**src/rtl/ppi_pkg.sv**
```systemverilog
package ppi_pkg;
    typedef enum logic [1:0] {
        SEL_A    = 2'd0,
        SEL_B    = 2'd1,
        SEL_C    = 2'd2,
        SEL_CTRL = 2'd3
    } sel_e;

    typedef enum logic {
        DIR_OUT = 1'b0,
        DIR_IN  = 1'b1
    } dir_e;

    typedef struct packed {
        dir_e a;
        dir_e b;
        dir_e c_lo;
        dir_e c_hi;
    } dir_cfg_t;

    localparam int CW_W        = 8;
    localparam int BIT_MODE    = 7;
    localparam int BIT_A_IN    = 4;
    localparam int BIT_CHI_IN  = 3;
    localparam int BIT_B_IN    = 1;
    localparam int BIT_CLO_IN  = 0;
    localparam logic [CW_W-1:0] CTRL_RESET = 8'h9B;
    localparam int NUM_PORTS   = 3;
endpackage

```
**src/rtl/ppi_ctrl_reg.sv**
```systemverilog
module ppi_ctrl_reg
    import ppi_pkg::*;
(
    input  logic            clk,
    input  logic            rst_n,
    input  logic            load,
    input  logic [CW_W-1:0] wdata,
    output logic [CW_W-1:0] ctrl_q,
    output dir_cfg_t        dirs
);
    always_ff @(posedge clk) begin
        if (!rst_n) begin
            ctrl_q <= CTRL_RESET;
        end else if (load) begin
            ctrl_q <= wdata;
        end
    end

    always_comb begin
        dirs.a    = dir_e'(ctrl_q[BIT_A_IN]);
        dirs.b    = dir_e'(ctrl_q[BIT_B_IN]);
        dirs.c_lo = dir_e'(ctrl_q[BIT_CLO_IN]);
        dirs.c_hi = dir_e'(ctrl_q[BIT_CHI_IN]);
    end
endmodule

```
**src/rtl/ppi_port_latch.sv**
```systemverilog
module ppi_port_latch #(
    parameter int PORT_W = 8,
    localparam int IDX_W = $clog2(PORT_W)
) (
    input  logic              clk,
    input  logic              rst_n,
    input  logic              load,
    input  logic [PORT_W-1:0] wdata,
    input  logic              bit_wr,
    input  logic [IDX_W-1:0]  bit_idx,
    input  logic              bit_val,
    output logic [PORT_W-1:0] q
);
    always_ff @(posedge clk) begin
        if (!rst_n) begin
            q <= '0;
        end else if (load) begin
            q <= wdata;
        end else if (bit_wr) begin
            q[bit_idx] <= bit_val;
        end
    end
endmodule

```
**src/rtl/ppi_read_mux.sv**
```systemverilog
module ppi_read_mux
    import ppi_pkg::*;
#(
    parameter int PORT_W = 8,
    localparam int HALF = PORT_W / 2
) (
    input  sel_e              sel,
    input  dir_cfg_t          dirs,
    input  logic [CW_W-1:0]   ctrl_q,
    input  logic [PORT_W-1:0] a_lat,
    input  logic [PORT_W-1:0] b_lat,
    input  logic [PORT_W-1:0] c_lat,
    input  logic [PORT_W-1:0] a_pin,
    input  logic [PORT_W-1:0] b_pin,
    input  logic [PORT_W-1:0] c_pin,
    output logic [PORT_W-1:0] rdata
);
    logic [HALF-1:0] c_lo_rd;
    logic [HALF-1:0] c_hi_rd;

    always_comb begin
        c_lo_rd = (dirs.c_lo == DIR_IN) ? c_pin[HALF-1:0]      : c_lat[HALF-1:0];
        c_hi_rd = (dirs.c_hi == DIR_IN) ? c_pin[PORT_W-1:HALF] : c_lat[PORT_W-1:HALF];
    end

    always_comb begin
        unique case (sel)
            SEL_A:    rdata = (dirs.a == DIR_IN) ? a_pin : a_lat;
            SEL_B:    rdata = (dirs.b == DIR_IN) ? b_pin : b_lat;
            SEL_C:    rdata = {c_hi_rd, c_lo_rd};
            SEL_CTRL: rdata = PORT_W'(ctrl_q);
            default:  rdata = '1;
        endcase
    end
endmodule

```
**src/rtl/ppi_port_ctl.sv**
```systemverilog
module ppi_port_ctl
    import ppi_pkg::*;
#(
    parameter int PORT_W = 8
) (
    input  logic              clk,
    input  logic              rst_n,
    input  logic              wr_en,
    input  logic [1:0]        addr,
    input  logic [PORT_W-1:0] wdata,
    output logic [PORT_W-1:0] rdata,
    input  logic [PORT_W-1:0] pa_in,
    output logic [PORT_W-1:0] pa_out,
    output logic [PORT_W-1:0] pa_oe,
    input  logic [PORT_W-1:0] pb_in,
    output logic [PORT_W-1:0] pb_out,
    output logic [PORT_W-1:0] pb_oe,
    input  logic [PORT_W-1:0] pc_in,
    output logic [PORT_W-1:0] pc_out,
    output logic [PORT_W-1:0] pc_oe
);
    localparam int HALF  = PORT_W / 2;
    localparam int IDX_W = $clog2(PORT_W);

    sel_e            sel;
    dir_cfg_t        dirs;
    logic [CW_W-1:0] ctrl_q;
    logic            mode_wr;
    logic            bsr_wr;

    logic              lat_load [NUM_PORTS];
    logic              lat_bit  [NUM_PORTS];
    logic [PORT_W-1:0] lat_q    [NUM_PORTS];

    assign sel     = sel_e'(addr);
    assign mode_wr = wr_en && (sel == SEL_CTRL) &&  wdata[BIT_MODE];
    assign bsr_wr  = wr_en && (sel == SEL_CTRL) && !wdata[BIT_MODE];

    ppi_ctrl_reg u_ctrl (
        .clk    (clk),
        .rst_n  (rst_n),
        .load   (mode_wr),
        .wdata  (CW_W'(wdata)),
        .ctrl_q (ctrl_q),
        .dirs   (dirs)
    );

    always_comb begin
        lat_load[0] = wr_en && (sel == SEL_A) && (dirs.a == DIR_OUT);
        lat_load[1] = wr_en && (sel == SEL_B) && (dirs.b == DIR_OUT);
        lat_load[2] = wr_en && (sel == SEL_C);
        lat_bit[0]  = 1'b0;
        lat_bit[1]  = 1'b0;
        lat_bit[2]  = bsr_wr;
    end

    for (genvar p = 0; p < NUM_PORTS; p++) begin : g_lat
        ppi_port_latch #(.PORT_W(PORT_W)) u_lat (
            .clk     (clk),
            .rst_n   (rst_n),
            .load    (lat_load[p]),
            .wdata   (wdata),
            .bit_wr  (lat_bit[p]),
            .bit_idx (wdata[IDX_W:1]),
            .bit_val (wdata[0]),
            .q       (lat_q[p])
        );
    end

    ppi_read_mux #(.PORT_W(PORT_W)) u_rd (
        .sel    (sel),
        .dirs   (dirs),
        .ctrl_q (ctrl_q),
        .a_lat  (lat_q[0]),
        .b_lat  (lat_q[1]),
        .c_lat  (lat_q[2]),
        .a_pin  (pa_in),
        .b_pin  (pb_in),
        .c_pin  (pc_in),
        .rdata  (rdata)
    );

    always_comb begin
        pa_out = lat_q[0];
        pb_out = lat_q[1];
        pc_out = lat_q[2];
        pa_oe  = {PORT_W{dirs.a == DIR_OUT}};
        pb_oe  = {PORT_W{dirs.b == DIR_OUT}};
        pc_oe  = {{HALF{dirs.c_hi == DIR_OUT}}, {HALF{dirs.c_lo == DIR_OUT}}};
    end
endmodule

```
**config.mk**
```make
export PLATFORM = sky130hd
export DESIGN_NAME = ppi_port_ctl
export DESIGN_NICKNAME = d
export VERILOG_FILES = /design/src/rtl/ppi_pkg.sv /design/src/rtl/ppi_ctrl_reg.sv /design/src/rtl/ppi_port_latch.sv /design/src/rtl/ppi_read_mux.sv /design/src/rtl/ppi_port_ctl.sv
export SDC_FILE = /design/constraint.sdc
export NUM_CORES = 1
export LEC_CHECK = 0
export BUFFER_PORTS_ARGS = -buffer_cell sky130_fd_sc_hd__buf_2
export CORE_MARGIN = 2
export CORE_UTILIZATION = 45
export CTS_CLUSTER_DIAMETER = 100
export DETAILED_ROUTE_END_ITERATION = 8
export PLACE_DENSITY = 0.77
export SYNTH_ARGS = -nofsm -noshare
export SYNTH_HDL_FRONTEND = slang
export SYNTH_SLANG_ARGS = --single-unit
```
**constraint.sdc**
```tcl
create_clock -name clk -period 3.2 [get_ports clk]
set_input_delay 0.32 -clock clk [delete_from_list [all_inputs] [get_ports clk]]
set_output_delay 0.32 -clock clk [all_outputs]
set_load 0.005 [all_outputs]
```
After elaboration in Yosys (flattened, before gate mapping)
Cells that the tools add are included.
{ "totals": {"register_bits": 32, "inputBits": 37, "out_inout_bits": 56, "word_cells": 35} }
{ "classes": {"n_lt_le_gt_ge": 2, "n_eq_ne": 3, "n_mux": 10, "n_bitwise": 4, "n_reduce_logical": 12} }
{ "ops": {"columns": ["operator", "n"], "rows": [
  ["$mux W8", 4],
  ["$pmux W8 S4", 1],
  ["$logic_and A1 B1 Y1", 9],
  ["$bwmux W8", 1],
  ["$mux W4", 2],
  ["$eq A2 B2 Y1 const B", 2],
  ["$lt A3 B4 Y1 const B", 1],
  ["$not A1 Y1", 4],
  ["$demux W1 S3", 1],
  ["$ge A3 B1 Y1 const B", 1],
  ["$eq A2 B1 Y1 const B", 1],
  ["$logic_not A2 Y1", 1],
  ["$reduce_bool A2 Y1", 1],
  ["$logic_not A1 Y1", 1],
  ["$mux W1", 1]
]} }

Longest topological paths before layout
{ "depth": {"ltp_word": 7, "depth_mapped": 5, "ltp_nobuf": 3} }

Hierarchy
A second synthesis with hierarchy kept.
{ "unflattened": {"hier_cells": 274, "area_unflattened_um2": 2374.8} }
{ "modules_own_cells": {"columns": ["mod", "instances", "cells_per_inst", "area_per_inst_um2", "seq_area_each_um2"], "rows": [
  ["ppi_port_latch", 3, 53, 430.4, 160.2],
  ["ppi_read_mux", 1, 56, 536.8, 0.0],
  ["ppi_ctrl_reg", 1, 29, 319.1, 160.2],
  ["ppi_port_ctl", 1, 30, 227.7, 0.0]
]} }

Least setup slack after synthesis
No wires, ideal clock.
{ "synth_path": {"path_kind": "register to output", "start": "reg u_ctrl.ctrl_q[3]", "end": "out rdata[7]", "arrival_ns": 1.354, "t_required_ns": 2.880, "setup_slack_ns": 1.526, "stages_incl_launch_ff": 4, "path_buffers": 1, "cell_sequence": "dfxtp_1 clkbuf_1 mux2_2 mux4_1"} }
{ "synth_between": {"elab_chain_cells": 2} }
{ "synth_lines": {"columns": ["item", "line_no", "source"], "rows": [
  ["start: declaration", "ppi_ctrl_reg.sv:8", "output logic [CW_W-1:0] ctrl_q,"],
  ["start signal: assignment", "ppi_ctrl_reg.sv:15", "ctrl_q <= wdata;"],
  ["$mux W4", "ppi_read_mux.sv:23", "c_hi_rd = (dirs.c_hi == DIR_IN) ? c_pin[PORT_W-1:HALF] : c_lat[PORT_W-1:HALF];"],
  ["$pmux W8 S4", "ppi_read_mux.sv:27", "unique case (sel)"],
  ["end: declaration", "ppi_port_ctl.sv:11", "output logic [PORT_W-1:0] rdata,"]
]} }
No other way between the ends.

Worst setup path in the final report
{ "layout_path": {"start": "reg u_ctrl.ctrl_q[1]", "end": "out rdata[7]"} }
{ "layout_between": {"elab_chain_cells": 2} }
{ "layout_lines": {"columns": ["item", "line_no", "source"], "rows": [
  ["$mux W8", "ppi_read_mux.sv:29", "SEL_B: rdata = (dirs.b == DIR_IN) ? b_pin : b_lat;"],
  ["$pmux W8 S4", "ppi_read_mux.sv:27", null]
]} }
No other way between the ends.

==> run summary <==
Counting along the longest clock path gives a buffer depth of 2. The tools report the detailed placer's ending HPWL as 4030 microns. The initial utilization of the core area, before any placement, comes to 47.5%. The net count of the mapped netlist came out at 270. The total clock sinks came out at 32. For the number of antenna violations at the first check in global routing, the log shows 0.

The post-CTS setup buffer count came out at 0. The signal on the critical path passes through mux2_2 > mux4_1 > buf_2. In this run the horizontal extent of the chip is 72.3 microns.

The worst setup path is launched from a flop. The analysis attributes to cell leakage a power of 0.00115 uW. For this design the top-level I/O count stands at 93. Of all nets on the critical path, the largest fanout is 11. Leaving out fill and tap cells, the most frequent cell in the layout is buf_2. In the synthesized netlist, the number of instances is 233. The number of slew-limit violations in the final report was 0.

Clock-pin slew was measured on the worst setup and hold paths at 0.07 ns. Setup repair after global routing left no endpoint under its margin. The path class of the tightest hold or removal check is primary input to flop. Summing all non-filler instances in the final layout gives an area of 0.00246 sq mm. The worst pin sits at a relative slew slack of 60.9%. On the final layout, the worst clock skew is 0.00431 ns. The region available for standard cell placement spans 0.00441 sq mm. Relative to the synthesized area, the layout overhead comes to 17.5%. 0 antenna diodes ended up in the layout. For this run, the register share of the synthesized area comes to 30.5%. The synthesized netlist contains 42 unique library cells. The tools report the final estimated routing congestion in global placement as 0.829. The smallest clock period supported by the final layout is computed as 2.34 ns. Entering global routing, the biggest net connects 35 pins. The setup TNS is 0 ns. In this run, synthesis produced a sequential element count of 32. The setup-violating endpoint count in the final report was 0; the die area was 0.00523 sq mm. In this run the power density over the cells is 363 mW/mm^2.

For the final critical-path setup slack, the log shows 0.860 ns. The routed via count divided by cell count came out at 5.51. The cell row count was 24.

Once detail routing completed, the nets flagged for antenna violations numbered 0. In this run, post-CTS hold repair placed 0 buffers. At the pin with the least slew margin, the transition time is 0.586 ns. TritonCTS built the clock tree. The first global-routing pass estimated 8570 microns of wire. The run gives 1712 as the number of global-route vias before repair. On the final layout, the worst hold slack is 0.309 ns.

The mean instance size in the synthesized netlist was 9.01 sq um. Standard cell with the maximum stage delay on the critical path: dfxtp_1. The routed layout has 1902 vias. The logs give 0.00237 sq mm for the instance area after placement and 1.16 ns for the pre-CTS setup slack. The synthesized netlist occupies a cell area of 0.00210 sq mm. The area share of the largest cell type after synthesis is 30.5%, and the DRC violation count after routing is 0. The first-iteration detailed-routing DRC count is 177. Yosys attributes the largest share of cell area to dfxtp_1, mux2_2, buf_4. The max capacitance violation total was 0; the final net count was 329. The fraction of final layout cells with drive strength greater than 1 was 41.6%.

For the number of levels the H-tree was split into, the log shows 2. Static timing analysis puts the maximum clock frequency at 0.427 GHz. The critical path is of the flop to primary output type.

In the layout the commonest cells are buf_2, nand2_1, dfxtp_1. Period utilization: 73.1%. Summed over all instances, the cell type with the most area after synthesis is dfxtp_1. The tree is rooted in a clkbuf_8.

VDD sags by at most 0.151 mV. Global routing finished with a remaining overflow of 0. Post-CTS repair changed the size of 0 cells.

The height of the die came out at 72.3 microns. The final number of hold-violating endpoints was 0. The logs give 5 for the number of buffers added by the clock tree synthesis step and 2.02 ns for the critical path arrival. The yosys synthesis warning count is 0.

The average detailed-routed wire length per instance was 15.9 microns. For this run, the total global-route usage over all layers was measured as 21.6%. The worst setup path is captured at a primary output.

The largest single stage delay on the critical path is 0.68 ns. In this run the tool buffered the top-level ports with 92 buffer cells. The data required time at the worst endpoint is 2.88 ns. The total length of routed wires is 5480 microns. For the worst-skew pair, the clock arrives at the later sink with an insertion delay of 0.29 ns. The run finished with clean final reports. The number of detailed-routing iterations run before antenna repair is 4.
-- per-stage QoR --
| stage | power [uW] | utilization (%) | instances |
|---|---|---|---|
| global route | 934 | 55.8 | 345 |
| global placement | 576 | 53.8 | 337 |
| detailed placement | 580 | 53.8 | 337 |
| CTS | 899 | 55.8 | 345 |
| finish | 894 | 55.8 | 345 |
| floorplan | 527 | - | 233 |
-- critical path, delay by kind of cell (launching register included) --
kind	cells	cell delay (ns)
mux	2	0.91
flops	1	0.68
buf+inv	1	0.14
-- worst paths after layout --
path / cells after the start / slack (ns) / start / to
hold / removal: 3 / 0.31 / wdata[5] / g_lat[0].u_lat.q[5]$_SDFFE_PN0P_
hold reg to reg: 1 / 0.46 / u_ctrl.ctrl_q[7]$_SDFFE_PN1P_ / u_ctrl.ctrl_q[7]$_SDFFE_PN1P_
setup / recovery: 3 / 0.86 / u_ctrl.ctrl_q[1]$_SDFFE_PN1P_ / rdata[7]
setup reg to reg: 3 / 1.56 / u_ctrl.ctrl_q[4]$_SDFFE_PN1P_ / g_lat[0].u_lat.q[3]$_SDFFE_PN0P_
-- synth_stat cells, drive strengths merged --
master and instances:
or4b 1, and4 1, o32ai 1, a21boi 11, a211oi 2, o21ai 11, mux2 15, and4bb 1
nand4 2, and3b 1, a21oi 1, or3 1, nor4b 3, or3b 2, or4 1, nor2 5
nor2b 8, clkbuf 11, and4b 2, o211ai 6, nor3 3, or2 1, mux2i 15, mux4 5
nor4 1, nor3b 6, nand4b 1, nand3b 4, a31oi 2, nand2 36, inv 6, o21a 2
a311oi 1, dfxtp 32, o41ai 2, buf 29, and3 1
-- metal layers --
metal | share of wire, % | GRT usage (%) | vias to the layer above
met5 | 0 | 0 | -
met4 | 1.1 | 6.92 | 0
met3 | 7.3 | 4.03 | 7
met2 | 48 | 33.9 | 75
met1 | 44 | 30.0 | 896
li1 | - | - | 924
-- sequential cells by signal (all words and copies together) (netlist names) --
name and count:
u_ctrl.ctrl_q 8, g_lat.u_lat.q 24
-- cell families (layout without fill, tap and decap cells) --
family,Yosys count,count (layout),synth area share [%]
and+or+nand+nor,81,81,23.0
buffers and inverters,46,106,12.9
AOI/OAI and AO/OA,39,39,12.6
muxes,35,35,20.9
DFF,32,32,30.5
-- power by group --
part / total, uW / leakage, uW / internal [uW] / switching, uW
Combinational: 153 / 0.000841 / 78.8 / 74.0
Clock: 323 / 0.0000455 / 175 / 148
Sequential: 418 / 0.000259 / 407 / 11.5
Total: 894 / 0.00115 / 661 / 234
-- layout make-up --
| type | instances | area [sq um] |
|---|---|---|
| Multi-Input combinational cell | 155 | 1190 |
| Clock buffer | 8 | 90.1 |
| Inverter | 6 | 22.5 |
| Tap cell | 52 | 65.1 |
| Timing Repair Buffer | 92 | 460 |
| Sequential cell | 32 | 641 |
| Fill cell | 402 | 1950 |
No activity file was read; power rests on OpenSTA's default activity.
